==> src/rtl/fbs_pkg.sv <==
`timescale 1ns/1ps
package fbs_pkg;

    typedef enum logic [1:0] {
        ST_IDLE  = 2'd0,
        ST_BURST = 2'd1,
        ST_STALL = 2'd2
    } fbs_state_e;

    typedef struct packed {
        logic       cont;
        logic [2:0] lg;
    } fbs_len_t;

    function automatic fbs_len_t decode_len(input logic [2:0] code);
        fbs_len_t r;
        r.cont = 1'b0;
        r.lg   = 3'd4;
        case (code)
            3'b001:  r.lg = 3'd2;
            3'b010:  r.lg = 3'd3;
            3'b011:  r.lg = 3'd4;
            default: r.cont = 1'b1;
        endcase
        return r;
    endfunction

endpackage

==> src/rtl/fbs_addr_step.sv <==
`timescale 1ns/1ps
module fbs_addr_step #(
    parameter int ADDR_W   = 16,
    parameter int ROW_BITS = 4
) (
    input  logic [ADDR_W-1:0] cur_addr,
    input  logic              linear,
    input  logic [2:0]        len_lg,
    output logic [ADDR_W-1:0] nxt_addr,
    output logic              row_end
);
    logic [ADDR_W-1:0] inc;
    logic [ADDR_W-1:0] low_mask;

    always_comb begin
        inc      = cur_addr + ADDR_W'(1);
        low_mask = ~({ADDR_W{1'b1}} << len_lg);
        if (linear) begin
            nxt_addr = inc;
        end else begin
            nxt_addr = (cur_addr & ~low_mask) | (inc & low_mask);
        end
        row_end = linear && (cur_addr[ROW_BITS-1:0] == {ROW_BITS{1'b1}});
    end
endmodule

==> src/rtl/fbs_stall_calc.sv <==
`timescale 1ns/1ps
module fbs_stall_calc #(
    parameter int LAT_W = 4
) (
    input  logic [1:0]       grp_off,
    input  logic [LAT_W-1:0] latency,
    output logic [1:0]       stall_len
);
    logic [LAT_W-1:0] cap;
    logic [LAT_W-1:0] off_ext;

    always_comb begin
        cap     = (latency == '0) ? '0 : latency - LAT_W'(1);
        off_ext = LAT_W'(grp_off);
        if (off_ext < cap) begin
            stall_len = grp_off;
        end else begin
            stall_len = cap[1:0];
        end
    end
endmodule

==> src/rtl/fbs_ctrl_fsm.sv <==
`timescale 1ns/1ps
module fbs_ctrl_fsm
    import fbs_pkg::*;
#(
    parameter int ADDR_W = 16,
    parameter int BEAT_W = 5
) (
    input  logic              clk,
    input  logic              rst_n,
    input  logic              start,
    input  logic [ADDR_W-1:0] start_addr,
    input  fbs_len_t          len_cfg,
    input  logic              nowrap,
    input  logic [1:0]        stall_len,
    input  logic [ADDR_W-1:0] nxt_addr,
    input  logic              row_end,
    output logic [ADDR_W-1:0] addr_q,
    output logic              lin_q,
    output logic [2:0]        lg_q,
    output logic              core_valid,
    output logic              core_wait
);
    fbs_state_e        state_q, state_d;
    logic [ADDR_W-1:0] addr_d;
    logic [BEAT_W-1:0] beats_q, beats_d, len_q;
    logic [1:0]        cnt_q, cnt_d, slen_q, slen_d;
    logic              stalled_q, stalled_d;
    logic              cont_q, cont_d, lin_d;
    logic [2:0]        lg_d;
    logic              last_beat, advance;

    always_comb begin
        len_q     = BEAT_W'(1) << lg_q;
        last_beat = cont_q ? (addr_q == {ADDR_W{1'b1}}) : (beats_q == len_q);
    end

    // Next-state logic
    always_comb begin
        state_d   = state_q;
        addr_d    = addr_q;
        beats_d   = beats_q;
        cnt_d     = cnt_q;
        slen_d    = slen_q;
        stalled_d = stalled_q;
        cont_d    = cont_q;
        lin_d     = lin_q;
        lg_d      = lg_q;
        advance   = 1'b0;
        if (start) begin
            state_d   = ST_BURST;
            addr_d    = start_addr;
            beats_d   = BEAT_W'(1);
            stalled_d = 1'b0;
            cont_d    = len_cfg.cont;
            lin_d     = len_cfg.cont | nowrap;
            lg_d      = len_cfg.lg;
            slen_d    = stall_len;
            cnt_d     = '0;
        end else begin
            unique case (state_q)
                ST_IDLE: begin
                    state_d = ST_IDLE;
                end
                ST_BURST: begin
                    if (last_beat) begin
                        state_d = ST_IDLE;
                    end else if (row_end && !stalled_q) begin
                        stalled_d = 1'b1;
                        if (slen_q != 2'd0) begin
                            state_d = ST_STALL;
                            cnt_d   = slen_q;
                        end else begin
                            advance = 1'b1;
                        end
                    end else begin
                        advance = 1'b1;
                    end
                end
                ST_STALL: begin
                    if (cnt_q == 2'd1) begin
                        state_d = ST_BURST;
                        advance = 1'b1;
                    end
                    cnt_d = cnt_q - 2'd1;
                end
                default: state_d = ST_IDLE;
            endcase
            if (advance) begin
                addr_d = nxt_addr;
                if (!cont_q) begin
                    beats_d = beats_q + BEAT_W'(1);
                end
            end
        end
    end

    // State register
    always_ff @(posedge clk or negedge rst_n) begin
        if (!rst_n) begin
            state_q   <= ST_IDLE;
            addr_q    <= '0;
            beats_q   <= '0;
            cnt_q     <= '0;
            slen_q    <= '0;
            stalled_q <= 1'b0;
            cont_q    <= 1'b0;
            lin_q     <= 1'b1;
            lg_q      <= 3'd2;
        end else begin
            state_q   <= state_d;
            addr_q    <= addr_d;
            beats_q   <= beats_d;
            cnt_q     <= cnt_d;
            slen_q    <= slen_d;
            stalled_q <= stalled_d;
            cont_q    <= cont_d;
            lin_q     <= lin_d;
            lg_q      <= lg_d;
        end
    end

    // Outputs
    always_comb begin
        core_valid = (state_q == ST_BURST);
        core_wait  = (state_q == ST_STALL);
    end

    AST_START_LOADS: assert property (@(posedge clk) disable iff (!rst_n)
        $past(start) |-> (state_q == ST_BURST && addr_q == $past(start_addr)));
    AST_WRAP_IN_BLOCK: assert property (@(posedge clk) disable iff (!rst_n)
        (state_q == ST_BURST && !lin_q && $past(state_q) == ST_BURST && !$past(start))
        |-> ((addr_q >> lg_q) == ($past(addr_q) >> lg_q)));
    AST_STALL_AT_ROW_END: assert property (@(posedge clk) disable iff (!rst_n)
        (state_q == ST_STALL) |-> (addr_q[3:0] == 4'hF && lin_q));
    AST_SINGLE_STALL: assert property (@(posedge clk) disable iff (!rst_n)
        (state_q == ST_STALL && $past(state_q) == ST_BURST) |-> !$past(stalled_q));
    AST_STALL_CAP: assert property (@(posedge clk) disable iff (!rst_n)
        (state_q == ST_STALL) |-> (cnt_q != 2'd0 && cnt_q <= slen_q));
    AST_BEAT_LIMIT: assert property (@(posedge clk) disable iff (!rst_n)
        (state_q == ST_BURST && !cont_q) |-> (beats_q <= len_q));
endmodule

==> src/rtl/fbs_edge_out.sv <==
`timescale 1ns/1ps
module fbs_edge_out #(
    parameter int ADDR_W = 16
) (
    input  logic              clk,
    input  logic              rst_n,
    input  logic              fall_sel,
    input  logic [ADDR_W-1:0] in_addr,
    input  logic              in_valid,
    input  logic              in_wait,
    output logic [ADDR_W-1:0] out_addr,
    output logic              out_valid,
    output logic              out_wait
);
    logic [ADDR_W-1:0] neg_addr;
    logic              neg_valid, neg_wait;

    always_ff @(negedge clk or negedge rst_n) begin
        if (!rst_n) begin
            neg_addr  <= '0;
            neg_valid <= 1'b0;
            neg_wait  <= 1'b0;
        end else begin
            neg_addr  <= in_addr;
            neg_valid <= in_valid;
            neg_wait  <= in_wait;
        end
    end

    always_comb begin
        if (fall_sel) begin
            out_addr  = neg_addr;
            out_valid = neg_valid;
            out_wait  = neg_wait;
        end else begin
            out_addr  = in_addr;
            out_valid = in_valid;
            out_wait  = in_wait;
        end
    end

    AST_NO_VALID_AND_WAIT: assert property (@(posedge clk) disable iff (!rst_n)
        !(out_valid && out_wait));
endmodule

==> src/rtl/flash_burst_seq.sv <==
`timescale 1ns/1ps
module flash_burst_seq
    import fbs_pkg::*;
#(
    parameter int ADDR_W = 16,
    parameter int LAT_W  = 4
) (
    input  logic              clk,
    input  logic              rst_n,
    input  logic              start,
    input  logic [ADDR_W-1:0] start_addr,
    input  logic [2:0]        cfg_len,
    input  logic              cfg_nowrap,
    input  logic              cfg_fall_edge,
    input  logic [LAT_W-1:0]  cfg_latency,
    output logic [ADDR_W-1:0] word_addr,
    output logic              data_valid,
    output logic              wait_out
);
    localparam int BEAT_W = 5;

    fbs_len_t          len_cfg;
    logic [1:0]        stall_len;
    logic [ADDR_W-1:0] addr_q, nxt_addr;
    logic              lin_q, row_end, core_valid, core_wait;
    logic [2:0]        lg_q;

    always_comb len_cfg = decode_len(cfg_len);

    fbs_stall_calc #(.LAT_W(LAT_W)) u_stall (
        .grp_off   (start_addr[1:0]),
        .latency   (cfg_latency),
        .stall_len (stall_len)
    );

    fbs_addr_step #(.ADDR_W(ADDR_W), .ROW_BITS(4)) u_step (
        .cur_addr (addr_q),
        .linear   (lin_q),
        .len_lg   (lg_q),
        .nxt_addr (nxt_addr),
        .row_end  (row_end)
    );

    fbs_ctrl_fsm #(.ADDR_W(ADDR_W), .BEAT_W(BEAT_W)) u_fsm (
        .clk        (clk),
        .rst_n      (rst_n),
        .start      (start),
        .start_addr (start_addr),
        .len_cfg    (len_cfg),
        .nowrap     (cfg_nowrap),
        .stall_len  (stall_len),
        .nxt_addr   (nxt_addr),
        .row_end    (row_end),
        .addr_q     (addr_q),
        .lin_q      (lin_q),
        .lg_q       (lg_q),
        .core_valid (core_valid),
        .core_wait  (core_wait)
    );

    fbs_edge_out #(.ADDR_W(ADDR_W)) u_out (
        .clk       (clk),
        .rst_n     (rst_n),
        .fall_sel  (cfg_fall_edge),
        .in_addr   (addr_q),
        .in_valid  (core_valid),
        .in_wait   (core_wait),
        .out_addr  (word_addr),
        .out_valid (data_valid),
        .out_wait  (wait_out)
    );
endmodule

==> config.mk <==
export PLATFORM = sky130hd
export DESIGN_NAME = flash_burst_seq
export DESIGN_NICKNAME = d
export VERILOG_FILES = /design/src/rtl/fbs_pkg.sv /design/src/rtl/fbs_addr_step.sv /design/src/rtl/fbs_stall_calc.sv /design/src/rtl/fbs_ctrl_fsm.sv /design/src/rtl/fbs_edge_out.sv /design/src/rtl/flash_burst_seq.sv
export SDC_FILE = /design/constraint.sdc
export NUM_CORES = 1
export LEC_CHECK = 0
export CORE_MARGIN = 2
export CORE_UTILIZATION = 35
export DETAILED_ROUTE_END_ITERATION = 10
export GPL_ROUTABILITY_DRIVEN = 0
export SKIP_LAST_GASP = 1
export SLEW_MARGIN = 40
export SYNTH_ARGS = -nofsm -noshare
export SYNTH_HDL_FRONTEND = slang
export SYNTH_SLANG_ARGS = --single-unit
==> constraint.sdc <==
create_clock -name clk -period 3.05 [get_ports clk]
set_input_delay 0.305 -clock clk [delete_from_list [all_inputs] [get_ports clk]]
set_output_delay 0.305 -clock clk [all_outputs]
set_load 0.02 [all_outputs]
After elaboration in Yosys (flattened, before gate mapping)
Cells that the tools add are included.
{ "classes": {"eq_ne": 17, "shift": 2, "muxes": 35, "n_addsub": 4, "n_bitwise": 6, "n_lt_le_gt_ge": 1, "n_reduce_logical": 14} }
{ "op_table": {"columns": ["operator", "count"], "rows": [
  ["two-way mux 16 bit", 4],
  ["AND 16 bit", 2],
  ["NOT 16 bit", 2],
  ["two-way mux 2 bit", 10],
  ["adder 16 x 1 -> 16 bit (second input constant)", 1],
  ["== test 16 bit (second input constant)", 1],
  ["OR 16 bit", 1],
  ["<< shifter 16 x 3 -> 16 bit (first input constant)", 1],
  ["two-way mux 5 bit", 3],
  ["two-way mux 1 bit", 13],
  ["inequality test 3 bit (second input constant)", 4],
  ["inequality test 4 bit (second input constant)", 2],
  ["one-hot mux 2 bit (2 select lines)", 2],
  ["nonzero test 2 bit", 4],
  ["== test 3 x 2 -> 1 bit (second input constant)", 2],
  ["one-hot mux 3 bit (2 select lines)", 1],
  ["AND reduction 3 bit", 2],
  ["adder 5 x 1 -> 5 bit (second input constant)", 1],
  ["== test 5 bit", 1],
  ["<< shifter 1 x 3 -> 5 bit (first input constant)", 1],
  ["== test 2 x 1 -> 1 bit (second input constant)", 2],
  ["== test 4 bit (second input constant)", 1],
  ["zero test 4 bit", 1],
  ["< comparator 2 x 4 -> 1 bit", 1],
  ["other kinds (14)", 16]
]} }
{ "totals": {"ff_bits": 51, "out_inout_bits": 18, "input_bits": 28} }

Depth between registers and ports, before layout
{ "depth": {"ltp_word": 9, "ltp_mapped": 10, "ltp_nobuf": 8} }

Hierarchy
Synthesis repeated with hierarchy kept, for this count alone.
{ "hier_totals": {"cells_unflattened": 311, "hier_area_um2": 3047.9} }
{ "by_module_without_submodules": {"columns": ["module", "cells_per_inst", "instances", "area_per_inst_um2"], "rows": [
  ["fbs_ctrl_fsm", 198, 1, 1800.5],
  ["fbs_edge_out", 38, 1, 721.9],
  ["fbs_addr_step", 54, 1, 366.6],
  ["fbs_stall_calc", 16, 1, 120.1],
  ["flash_burst_seq", 5, 1, 38.8]
]} }

==> impl_metrics.yaml <==
clock_network:
  clk_pin_slew_ns: 0.09
  cts_sinks: 51
  insertion_delay_ns: 0.31
  cts-root-buf: "clkbuf_8"
  tritoncts: "done"
  cts_max_path_buffers: 2
  cts_setup_buffers: 0
  hold_buffers: 0
  cts_buffers: 5
  h-tree-depth: 2
cells_and_area:
  n_fill_cell: 766
  drive_gt1_share_pct: 12.8
  diodes: 0
  fin_util_pct: 44.4
  final_area_mm2: 0.00347
  fin_nets: 362
  multi_input_area_mm2: 0.00145
  area_delta_synth_final_pct: 21.4
  regArea_mm2: 0.00128
floorplanning:
  num_rows: 32
  io_pins: 46
  dieArea_mm2: 0.00890
  die_y_um: 94.3
  die_w_um: 94.3
  core-area_mm2: 0.00781
  start_util_pct: 36.6
logic_synthesis:
  synth_xor_area_share_pct: 0.613
  synthDistinctLibCells: 58
  synth_fa_ha_area_share_pct: 2.63
  avgSynthCellArea_um2: 9.88
  ys_warn_count: 0
  synth.top_cells.by_area: "dfrtp_1 (27%), dfrtn_1 (16%), mux2_2 (7.1%)"
  async_reset_ff_share_pct: 100
  synth_top_area_cell: "dfrtp_1"
  netlist.area_leader.share_pct: 27.2
  yosysSeqAreaShare_pct: 44.8
  synth_compound_area_share_pct: 18.3
  synthMuxAreaShare_pct: 8.85
  netlist_area_mm2: 0.00286
  yosys.area_share.simple_pct: 20.2
  synth_cells: 289
  synth_commonest_cells: "nor2_1 (32), dfrtp_1 (31), dfrtn_1 (18), mux2_2 (18), a31oi_1 (13)"
  postSynth.topFlopCell: "dfrtp_1"
  synth_top_family_by_area: "simple AND/OR/NAND/NOR gates"
  ys_ff_latch: 51
  synth_most_common_cell: "nor2_1"
  synth-edff-count: 0
  synthesis.nets: 323
global_route:
  grt-ovfl-total: 0
  grt_max_degree: 42
  antenna_found_initial: 0
  grt_pass1_vias: 2371
  grt_usage_pct: 16.0
  grt_pass1_wl_mm: 11.4
worst_setup_path:
  worst_setup_path_end_kind: "output pin"
  reg2regPathDepth: 7
  reg2reg_slack_ns: 0.44
  worstReg2RegStart: "u_fsm.addr_q[0]$_DFFE_PN0P_"
  setup.worst_path.start_class: "flip-flop"
  max_stage_delay_ns: 0.33
  required_ns: 2.74
  crit_buf_inv: 1
  cp_max_fo: 1
  crit_path_top_delay_cell: "dfrtn_1"
  cp.depth: 2
  crit_family: "flip-flops"
  worstPathArrival_ns: 2.71
  crit_chain: "mux2_2 > clkdlybuf4s15_1"
  crit_type: "flip-flop to output pin"
outcome:
  outcome: "complete, but fails checks"
  failed_checks: "hold timing"
sta:
  rsz0062_at_grt: "yes"
  hold_ws_ns: -0.0188
  worst_pin_slew_ns: 0.687
  setup_viol: 0
  max_slew_margin_pct: 54.1
  slew_viol_final: 0
  finClkSkew_ns: 0.00368
  finalHoldViolCount: 6
placed_design:
  port-buffer-count: 45
  place_area_mm2: 0.00337
  post-dp-hpwl_mm: 4.56
route:
  highest_layer: "met4"
  vias: 2395
  route.detailed.vias_per_inst: 5.56
  drt-met1-wl_mm: 2.98
  wl_per_cell_um: 14.9
  drt-pass1-iter-count: 4
  drc: 0
  routed_wirelength_mm: 6.44
  dr_wl_met3_um: 330
  drt_iter0_markers: 155
  detail-route-antenna-nets: 0
  wl_met2_mm: 3.11
power_and_ir_drop:
  max-vdd-ir-drop_uv: 250
  leakage_nw: 1.32
  pwr_density_cell_mw_per_mm2: 616
flow_run:
  maxCapViolCount: 0
worst_hold_path:
  hp-class: "input port to async pin"
worst max-delay path by stage:
stage / start / endpoint / slack [ns]
after global routing: u_out.neg_addr[14]$_DFF_NN0_ / word_addr[14] / -0.009
after floorplan: u_out.neg_addr[7]$_DFF_NN0_ / word_addr[7] / 0.57
after detailed placement: u_out.neg_addr[2]$_DFF_NN0_ / word_addr[2] / 0.11
final: u_out.neg_addr[2]$_DFF_NN0_ / word_addr[2] / 0.03
after CTS: u_out.neg_addr[14]$_DFF_NN0_ / word_addr[14] / -0.007
after global placement: u_out.neg_addr[7]$_DFF_NN0_ / word_addr[7] / 0.11
layout make-up:
class,count,share of cell area (%)
multi-input cells,211,41.7
flip-flops and latches,51,36.9
repair buffers,50,13.7
well taps,102,3.68
clock buffers,7,2.81
inverters,9,0.974
clock inverters,1,0.180
what timing repair did:
| action | CTS | global route |
|---|---|---|
| setup endpoints to repair | 18 | 15 |
| resized for setup | 20 | 16 |
| cloned | 0 | 0 |
metal layers:
metal	up-vias	track usage, %
li1	1164	-
met1	1176	21.6
met2	52	26.9
met3	3	2.89
met4	0	3.38
met5	-	0
cells in the final DEF (no fill, tap or decap), types with 9 or more instances in the layout:
master            n
nor2_1           32
dfrtp_1          31
clkdlybuf4s50_1  26
mux2_2           18
dfrtn_1          18
clkdlybuf4s15_1  16
a31oi_1          13
o31ai_1          12
or4_1            12
a21oi_1          11
nand2_1          11
o21ai_0          11
nand3_1          11
inv_1             9
cell families after synthesis:
group,count (synthesis)
compound gates,74
buf+inv,27
simple gates,106
xor+xnor,2
mux,23
fa+ha+maj,6
flops,51
stage by stage:
step	hold WS, ns	setup TNS, ns	cells	worst slack [ns]	power [mW]
floorplan	0.00941	0	289	0.569	1.51
global placement	0.338	0	423	0.113	1.72
detailed placement	0.342	0	423	0.112	1.74
CTS	0.00117	-0.00664	431	-0.00664	2.15
global route	0.0269	-0.00942	431	-0.00942	2.30
finish	-0.0188	0	431	0.0330	2.14
where the power goes:
part / internal (mW) / switching [mW]
Clock: 0.213 / 0.234
Combinational: 0.318 / 0.440
Sequential: 0.800 / 0.132
Note: power is estimated with default switching activity, not from simulation.
